==> config.mk <==
export PLATFORM = sky130hd
export DESIGN_NAME = smb_err_status
export DESIGN_NICKNAME = d
export VERILOG_FILES = /design/src/rtl/smb_err_status_pkg.sv /design/src/rtl/smb_err_status_ctrl.sv /design/src/rtl/smb_err_status_data.sv /design/src/rtl/smb_err_status.sv
export SDC_FILE = /design/constraint.sdc
export NUM_CORES = 1
export LEC_CHECK = 0
export BUFFER_PORTS_ARGS = -buffer_cell sky130_fd_sc_hd__buf_2
export CORE_MARGIN = 4
export CORE_UTILIZATION = 36
export CTS_CLUSTER_DIAMETER = 200
export CTS_CLUSTER_SIZE = 28
export DETAILED_ROUTE_END_ITERATION = 10
export PLACE_DENSITY_LB_ADDON = 0.08
export SETUP_SLACK_MARGIN = 0.2
export SKIP_CTS_REPAIR_TIMING = 1
export SYNTH_ARGS = -nofsm -noshare
export SYNTH_HDL_FRONTEND = slang
export SYNTH_SLANG_ARGS = --single-unit
export TNS_END_PERCENT = 50
==> constraint.sdc <==
create_clock -name clk -period 1.5 [get_ports clk]
set_clock_uncertainty 0.05 [all_clocks]
set_input_delay 0.075 -clock clk [delete_from_list [all_inputs] [get_ports clk]]
set_output_delay 0.075 -clock clk [all_outputs]
set_load 0.1 [all_outputs]
==> src/rtl/smb_err_status_pkg.sv <==
package smb_err_status_pkg;
  localparam int STATUS_W = 32;
  localparam int ADDR_W   = 7;
  localparam int SLV_LSB  = 1;
  localparam int MST_LSB  = 9;
  localparam int DONE_BIT = 24;
  localparam int ERR_LSB  = 25;
  localparam int NUM_ERR  = 5;

  // flag index within the sticky error group, offset from ERR_LSB
  localparam int E_NACK  = 0;
  localparam int E_LOST  = 1;
  localparam int E_OTHER = 2;
  localparam int E_CSUM  = 3;
  localparam int E_UNMAP = 4;

  typedef struct packed {
    logic               doneSet;
    logic [NUM_ERR-1:0] errSet;
  } statStrobe_t;
endpackage

==> src/rtl/smb_err_status_ctrl.sv <==
module smb_err_status_ctrl
  import smb_err_status_pkg::*;
#(
  parameter int LOSS_LIMIT = 16
) (
  input  logic        clk,
  input  logic        rstN,
  input  logic        evNack,
  input  logic        evArbLost,
  input  logic        evArbWon,
  input  logic        evTxnStart,
  input  logic        evBadCond,
  input  logic        evCsumFail,
  input  logic        evUnmapped,
  input  logic        evLoadEnd,
  output statStrobe_t strobe,
  output logic        retryReq,
  output logic        abortReq
);
  localparam int CNT_W = (LOSS_LIMIT > 1) ? $clog2(LOSS_LIMIT) : 1;
  localparam logic [CNT_W-1:0] LAST_CNT = CNT_W'(LOSS_LIMIT - 1);

  logic [CNT_W-1:0] lossCnt;
  logic             lossCounted;
  logic             lossAtLimit;
  logic             cntClear;

  // a win or a fresh transaction discards any loss seen in the same cycle
  assign cntClear    = evArbWon | evTxnStart;
  assign lossCounted = evArbLost & ~cntClear;
  assign lossAtLimit = lossCounted & (lossCnt == LAST_CNT);

  always_ff @(posedge clk) begin
    if (!rstN) begin
      lossCnt  <= '0;
      retryReq <= 1'b0;
      abortReq <= 1'b0;
    end else begin
      retryReq <= lossCounted & ~lossAtLimit;
      abortReq <= lossAtLimit;
      if (cntClear || lossAtLimit) begin
        lossCnt <= '0;
      end else if (lossCounted) begin
        lossCnt <= lossCnt + 1'b1;
      end
    end
  end

  always_comb begin
    strobe                = '0;
    strobe.errSet[E_NACK]  = evNack;
    strobe.errSet[E_LOST]  = lossAtLimit;
    strobe.errSet[E_OTHER] = evBadCond;
    strobe.errSet[E_CSUM]  = evCsumFail;
    strobe.errSet[E_UNMAP] = evUnmapped;
    strobe.doneSet         = evLoadEnd | evCsumFail | evUnmapped;
  end
endmodule

==> src/rtl/smb_err_status_data.sv <==
module smb_err_status_data
  import smb_err_status_pkg::*;
(
  input  logic                clk,
  input  logic                rstN,
  input  logic [ADDR_W-1:0]   strapSlvAddr,
  input  logic [ADDR_W-1:0]   strapMstAddr,
  input  statStrobe_t         strobe,
  input  logic                regWrEn,
  input  logic [STATUS_W-1:0] regWrData,
  output logic [STATUS_W-1:0] regRdData
);
  logic [ADDR_W-1:0]  slvAddr;
  logic [ADDR_W-1:0]  mstAddr;
  logic               doneQ;
  logic [NUM_ERR-1:0] errQ;

  always_ff @(posedge clk) begin
    if (!rstN) begin
      slvAddr <= strapSlvAddr;
      mstAddr <= strapMstAddr;
      doneQ   <= 1'b0;
    end else if (strobe.doneSet) begin
      doneQ <= 1'b1;
    end
  end

  for (genvar i = 0; i < NUM_ERR; i++) begin : g_flag
    always_ff @(posedge clk) begin
      if (!rstN) begin
        errQ[i] <= 1'b0;
      end else if (strobe.errSet[i]) begin
        errQ[i] <= 1'b1;
      end else if (regWrEn && regWrData[ERR_LSB+i]) begin
        errQ[i] <= 1'b0;
      end
    end
  end

  always_comb begin
    regRdData                            = '0;
    regRdData[SLV_LSB +: ADDR_W]         = slvAddr;
    regRdData[MST_LSB +: ADDR_W]         = mstAddr;
    regRdData[DONE_BIT]                  = doneQ;
    regRdData[ERR_LSB +: NUM_ERR]        = errQ;
  end
endmodule

==> src/rtl/smb_err_status.sv <==
module smb_err_status
  import smb_err_status_pkg::*;
#(
  parameter int LOSS_LIMIT = 16
) (
  input  logic        clk,
  input  logic        rstN,
  input  logic [6:0]  strapSlvAddr,
  input  logic [6:0]  strapMstAddr,
  input  logic        evNack,
  input  logic        evArbLost,
  input  logic        evArbWon,
  input  logic        evTxnStart,
  input  logic        evBadCond,
  input  logic        evCsumFail,
  input  logic        evUnmapped,
  input  logic        evLoadEnd,
  input  logic        regWrEn,
  input  logic [31:0] regWrData,
  output logic [31:0] regRdData,
  output logic        retryReq,
  output logic        abortReq
);
  statStrobe_t strobe;

  smb_err_status_ctrl #(.LOSS_LIMIT(LOSS_LIMIT)) u_ctrl (
    .clk(clk), .rstN(rstN),
    .evNack(evNack), .evArbLost(evArbLost), .evArbWon(evArbWon),
    .evTxnStart(evTxnStart), .evBadCond(evBadCond), .evCsumFail(evCsumFail),
    .evUnmapped(evUnmapped), .evLoadEnd(evLoadEnd),
    .strobe(strobe), .retryReq(retryReq), .abortReq(abortReq)
  );

  smb_err_status_data u_data (
    .clk(clk), .rstN(rstN),
    .strapSlvAddr(strapSlvAddr), .strapMstAddr(strapMstAddr),
    .strobe(strobe), .regWrEn(regWrEn), .regWrData(regWrData),
    .regRdData(regRdData)
  );
endmodule

==> qor.csv, run 1 <==
metric;value;unit
power_density;1130;mW/mm^2
vias_in_the_first_global_route;703;
power_switching_share;40.7;%
clk_path_buf_depth;2;
hold_viol_final;0;
dr.first_iter.drc_count;9;
synth_top_cells_by_area;edfxtp_1, dfxtp_1, buf_4;
yosysTopAreaCell;edfxtp_1;
holdPathStages;4;
fin_nets;214;
switchingPower;0.688;mW
maxCapViolations;0;
power_leakage;0.700;nW
clkPwrFrac;17.4;%
fp.dieArea;0.00368;sq mm
commonest_non_fill_non_tap_cell_in_the_layout;buf_2;
synthDistinctLibCells;24;
synthXorXnorAreaFrac;0.878;%
yosysTopAreaCellShare;42.2;%
worst_ep_required_time;1.67;ns
final-max-slew-violation-count;0;
gp_congestion;0.665;
grt_start_max_net_pins;15;
syn-mean-instance-area;12.6;sq um
numPortBuffers;51;
seq_power_share;47.8;%
cell_internal_pwr;1.00;mW
clock_latency;0.30;ns
route.detailed.drc;0;
start_point_of_the_critical_path;evUnmapped;
area.sequential;662;sq um
timing.hold.worst.class;input pin to flop;
totalNegativeSetupSlack;0;ns
period_minus_slack;1.30;ns
worstReg2RegEnd;u_ctrl.lossCnt[2];
detail_route.first_pass.iterations;2;
design.core.area;0.00257;sq mm
final.fill_count;232;
hold_path.startpoint;regWrData[25];
status;complete, no violations;
ys_seq_elements;26;
post_synth_inst_count;79;
grt_use_total;11.0;%
std_cell_rows;18;
worst_r2r_startpoint;u_ctrl.lossCnt[0];
timing.hold.worst_endpoint;u_data.regRdData[25];
mappedNetlistArea;997;sq um
die_width;60.6;microns
combinational_family_with_the_most_area_after_synthesis;simple AND/OR/NAND/NOR gates;
antenna_violating_nets_post_route;0;
critical_path_class;input pin to flop;
endpoint_kind;flop;
multi_input_area;277;sq um
numClockSinks;26;
share_comb_of_total_power;34.8;%
drt-vias-per-instance;4.44;
finalCoreUtilization;58.0;%
synth_adder_area_share;1.25;%
antenna_cells_inserted;0;
vias;822;
wl_per_cell;12.6;microns
worst-r2r-cell-count;4;
synth_warnings;0;
tritoncts_buffers;3;
grt_antenna_before_repair;0;
synth_area_in_compound_gates;6.65;%
grt_setup_unrepaired;yes;
max-vdd-ir-drop;0.697;mV
layout-drive-gt1-share;39.4;%
ios;91;
cp.arrival;1.47;ns
area_growth;49.3;%
globalRouteOverflowTotal;0;
drt_wl_total;2.34;mm
clock_root_buffer;clkbuf_4;
cts.reportedPaths.clkPinSlew;0.13;ns
synth_seq_area_share;66.2;%
synthSimpleGateAreaFrac;14.4;%
reg2reg_setup_slack;0.26;ns
finalCritPeriodShare;86.5;%
ctsHtreeMaxLevel;1;
start_util;38.8;%
path_max_fanout;2;
critPathLaunchType;input pin;
synth_mux_area_share;0;%
setup_viol;0;
grt_pass1_wl;3.02;mm
die-height;60.6;microns
layout.cells.most_common_list;buf_2, dlygate4sd3_1, edfxtp_1;
tritoncts;done;
maxClockFrequency;0.771;GHz
through the flow:
stage	total power, mW	worst slack (ns)	area (sq um)	std cells	hold slack (ns)
global route	1.76	0.199	1490	185	0.00748
CTS	1.66	0.238	1270	164	-0.133
floorplan	1.30	0.208	1040	90	0.124
detailed placement	1.37	0.257	1250	160	0.205
finish	1.69	0.202	1490	185	0.0108
global placement	1.36	0.257	1250	160	0.202
power by group through the flow:
stage	Combinational [mW]	Sequential [mW]	Clock, mW
finish	0.588	0.807	0.294
global route	0.607	0.812	0.344
CTS	0.543	0.807	0.314
detailed placement	0.542	0.823	0
global placement	0.540	0.821	0
floorplan	0.195	1.11	0
critical path, cell delays in order:
cell,delay [ns]
dlygate4sd3_1,0.53
buf_2,0.13
a21oi_1,0.12
dlygate4sd3_1,0.58
nor2_1,0.04
synth_stat cells:
library cell   n
a21oi_1        5
a22oi_1        1
and3_1         2
and3_2         1
and4bb_1       1
buf_4         13
conb_1         1
dfxtp_1       12
edfxtp_1      14
ha_1           1
inv_1          1
nand2_1        7
nand2_2        1
nand2b_1       1
nand4_1        1
nand4b_1       2
nor2_1         8
nor3b_2        1
nor4_1         1
o2111ai_1      1
o21ai_1        1
o31ai_1        1
o31ai_2        1
xor2_1         1
layer usage:
layer  wire length, microns  part of all wire [%]  track usage, %
met2                   1240                    53            19.1
met4                     18                  0.77            3.72
met3                    222                   9.5            3.62
met1                    857                    37            12.7
met5                      0                     0               0
state kept, by name (all words and copies together) (netlist names):
| signal | cells |
|---|---|
| u_ctrl.abortReq | 1 |
| u_ctrl.lossCnt | 4 |
| u_ctrl.retryReq | 1 |
| u_data.doneQ | 1 |
| u_data.mstAddr | 7 |
| u_data.regRdData | 5 |
| u_data.slvAddr | 7 |
worst max-delay path by stage:
stage / end / slack [ns] / cells after the start
finish: u_data.regRdData[29] / 0.20 / 5
global route: u_data.regRdData[29] / 0.20 / 5
CTS: u_ctrl.lossCnt[2] / 0.24 / 4
detailed placement: u_ctrl.lossCnt[2] / 0.26 / 4
global placement: u_ctrl.lossCnt[2] / 0.26 / 4
floorplan: u_data.regRdData[26] / 0.21 / 2
layout make-up:
cell class / instances / share of cell area (%)
Multi-Input combinational cell: 50 / 18.6
Tap cell: 30 / 2.52
Sequential cell: 26 / 44.5
Inverter: 1 / 0.252
Clock buffer: 4 / 1.76
Timing Repair Buffer: 74 / 32.4
logic make-up (layout without fill, tap and decap cells):
group	count (synthesis)	after routing
DFF	26	26
and+or+nand+nor	26	26
buffers and inverters	14	79
AOI/OAI and AO/OA	10	10
adders and majority gates	1	1
other	1	12
xor gates and xnor gates	1	1
(Power assumes the default switching activity.)
==> run 2: changes to the inputs <==
ABC_AREA = 1   (was unset)
==> qor.csv, run 2 <==
metric;value;unit;change
synth_seq_area_share;65.1;%;-1.1 points
detail_route.first_pass.iterations;3;;+1
setup_viol;0;;unchanged
drt_wl_total;2.02;mm;-14%
list_of_most_frequent_post_synthesis_cells;edfxtp_1, buf_4, dfxtp_1;;
timing.hold.worst.class;input pin to flop;;
syn-mean-instance-area;11.4;sq um;-9.7%
minimum_setup_slack_in_the_final_design;0.274;ns;+0.0716 ns
maxCapViolations;0;;unchanged
clkPwrFrac;17.4;%;about the same
post_synth_inst_count;89;;+13%
critPathLaunchType;flop;;
synth_edf_count;14;;unchanged
max-vdd-ir-drop;0.781;mV;+12%
finalNonFillerCells;192;;+3.8%
mappedNetlistArea;0.00101;sq mm;+1.8%
timing.critical_path.cells;buf_2;;
ctsHtreeMaxLevel;1;;unchanged
start_util;39.2;%;+0.34 points
synthSimpleGateAreaFrac;14.3;%;-0.13 points
clk_path_buf_depth;2;;unchanged
vias_in_the_first_global_route;642;;-8.7%
cp.arrival;1.10;ns;-0.37 ns
ios;91;;unchanged
multi_input_area;264;sq um;-4.5%
numPortBuffers;51;;unchanged
yosysTopAreaCell;edfxtp_1;;
cell_internal_pwr;0.993;mW;-0.80%
grt_setup_unrepaired;no;;
hold_viol_final;0;;unchanged
dp_worst_setup_slack;0.316;ns;+0.0586 ns
placed_cell_area;0.00125;sq mm;+0.30%
placed_cells_incl_taps;168;;+5.0%
period_minus_slack;1.23;ns;-0.0716 ns
timing.hold.worst_endpoint;u_data.regRdData[28];;
final-max-slew-violation-count;0;;unchanged
power_density;1130;mW/mm^2;-0.22%
cts.reportedPaths.clkPinSlew;0.13;ns;about the same
hpwl;1.42;mm;
antenna_violating_nets_post_route;0;;unchanged
wl_per_cell;10.5;microns;-17%
clock_root_buffer;clkbuf_4;;
power_leakage;0.684;nW;-2.2%
worst_ep_required_time;1.37;ns;-0.30 ns
synth_warnings;0;;unchanged
grt_pass1_wl;2.75;mm;-8.9%
path_max_fanout;2;;unchanged
reg2reg_setup_slack;0.29;ns;+0.03 ns
power_switching_share;40.7;%;-0.053 points
gp_congestion;0.686;;+3.2%
globalRouteOverflowTotal;0;;unchanged
synthXorXnorAreaFrac;0.863;%;-0.015 points
holdPathStages;4;;unchanged
tritoncts_buffers;3;;unchanged
synth_area_in_compound_gates;5.18;%;-1.5 points
switchingPower;0.681;mW;-1.0%
design.core.area;0.00259;sq mm;+0.88%
synth_top_cells_by_area;edfxtp_1, dfxtp_1, buf_4;;
die_width;61.1;microns;+0.76%
busiest_layer;met2;;
crit_path_top_delay_cell;buf_2;;
synth-main-ff-cell;edfxtp_1;;
met1_usage;12.4;%;-0.23 points
ys_seq_elements;26;;unchanged
die-height;61.1;microns;+0.76%
critical_path_buf_inv_count;1;;-2
final.fill_count;228;;-1.7%
std_cell_rows;18;;unchanged
endpoint_kind;output pin;;
worst-r2r-cell-count;6;;+2
area.sequential;662;sq um;unchanged
antenna_cells_inserted;0;;unchanged
global_route.usage.met2;16.3;%;-2.8 points
grt_antenna_before_repair;0;;unchanged
grt_use_total;9.79;%;-1.2 points
critical_path_class;flop to output pin;;
grt_start_max_net_pins;24;;+9
yosysTopAreaCellShare;41.4;%;-0.73 points
clock_latency;0.30;ns;about the same
commonest_non_fill_non_tap_cell_in_the_layout;buf_2;;
synth_most_common_cell;edfxtp_1;;
totalNegativeSetupSlack;0;ns;unchanged
synth_mux_area_share;0;%;unchanged
path_delay_family;buffers and inverters;;
worst_r2r_startpoint;u_ctrl.lossCnt[0];;
numClockSinks;26;;unchanged
maxClockFrequency;0.816;GHz;+5.8%
combinational_family_with_the_most_area_after_synthesis;simple AND/OR/NAND/NOR gates;;
layout-drive-gt1-share;41.4;%;+2.0 points
groute.layer.met3.usage;2.10;%;-1.5 points
dr.first_iter.drc_count;13;;+4
timing.critical_path.slowest_cell_delay;0.43;ns;-0.15 ns
status;complete, no violations;;
fin_nets;221;;+3.3%
tritoncts;done;;
hold_path.startpoint;regWrData[28];;
finalCritPeriodShare;81.7;%;-4.8 points
route.detailed.drc;0;;unchanged
ys_async_sr_fraction;0;%;unchanged
synth_adder_area_share;1.23;%;-0.022 points
drt-vias-per-instance;4.20;;-5.4%
area_growth;45.7;%;
seq_power_share;48.0;%;+0.2 points
share_comb_of_total_power;34.6;%;-0.2 points
synthDistinctLibCells;20;;-17%
fin_area;0.00148;sq mm;-0.67%
fp.dieArea;0.00373;sq mm;+1.5%
worstReg2RegEnd;u_ctrl.lossCnt[3];;
vias;807;;-1.8%
layout.cells.most_common_list;buf_2, dlygate4sd3_1, edfxtp_1;;
==> run 2: routing by layer <==
metal  part of all wire, %  wire length [microns]
met1                    41                    829
met3                    14                    277
met4                  0.69                     14
met5                     0                      0
met2                    44                    898
==> run 2: cell type report <==
class,instances,share of cell area (%)
Sequential cell,26,44.8
Timing Repair Buffer,71,30.8
Multi-Input combinational cell,52,17.9
Tap cell,30,2.54
Inverter,9,2.28
Clock buffer,4,1.78
==> run 2: worst max path at each step <==
| stage | from | endpoint | cells after the start |
|---|---|---|---|
| final | u_data.regRdData[27] | regRdData[27] | 1 |
| after global routing | u_data.regRdData[29] | regRdData[29] | 1 |
| after CTS | u_data.regRdData[27] | regRdData[27] | 1 |
| after detailed placement | u_ctrl.lossCnt[0] | u_ctrl.lossCnt[3] | 6 |
| after global placement | u_ctrl.lossCnt[0] | u_ctrl.lossCnt[0] | 6 |
| after floorplan | u_data.regRdData[25] | u_data.regRdData[25] | 2 |
==> run 2: cells by family (layout without fill, tap and decap cells) <==
family,after synthesis,in the layout
other cells,1,12
buf+inv,22,84
flops,26,26
fa+ha+maj,1,1
xor+xnor,1,1
simple gates,29,29
compound gates,9,9
==> run 2: metrics by stage <==
step,util [%],hold slack [ns],power (mW)
2_1_floorplan,-,0.124,1.31
3_3_place_gp,48.4,0.202,1.36
3_5_place_dp,48.4,0.203,1.36
4_1_cts,49.4,-0.130,1.65
5_1_grt,57.1,-0.00436,1.74
6_report,57.1,0.00955,1.67
==> run 2: power groups by stage <==
stage	sequential [mW]	combinational (mW)	clock (mW)
global route	0.810	0.597	0.331
detailed placement	0.821	0.540	0
floorplan	1.10	0.202	0
finish	0.804	0.579	0.291
CTS	0.805	0.540	0.308
global placement	0.820	0.538	0
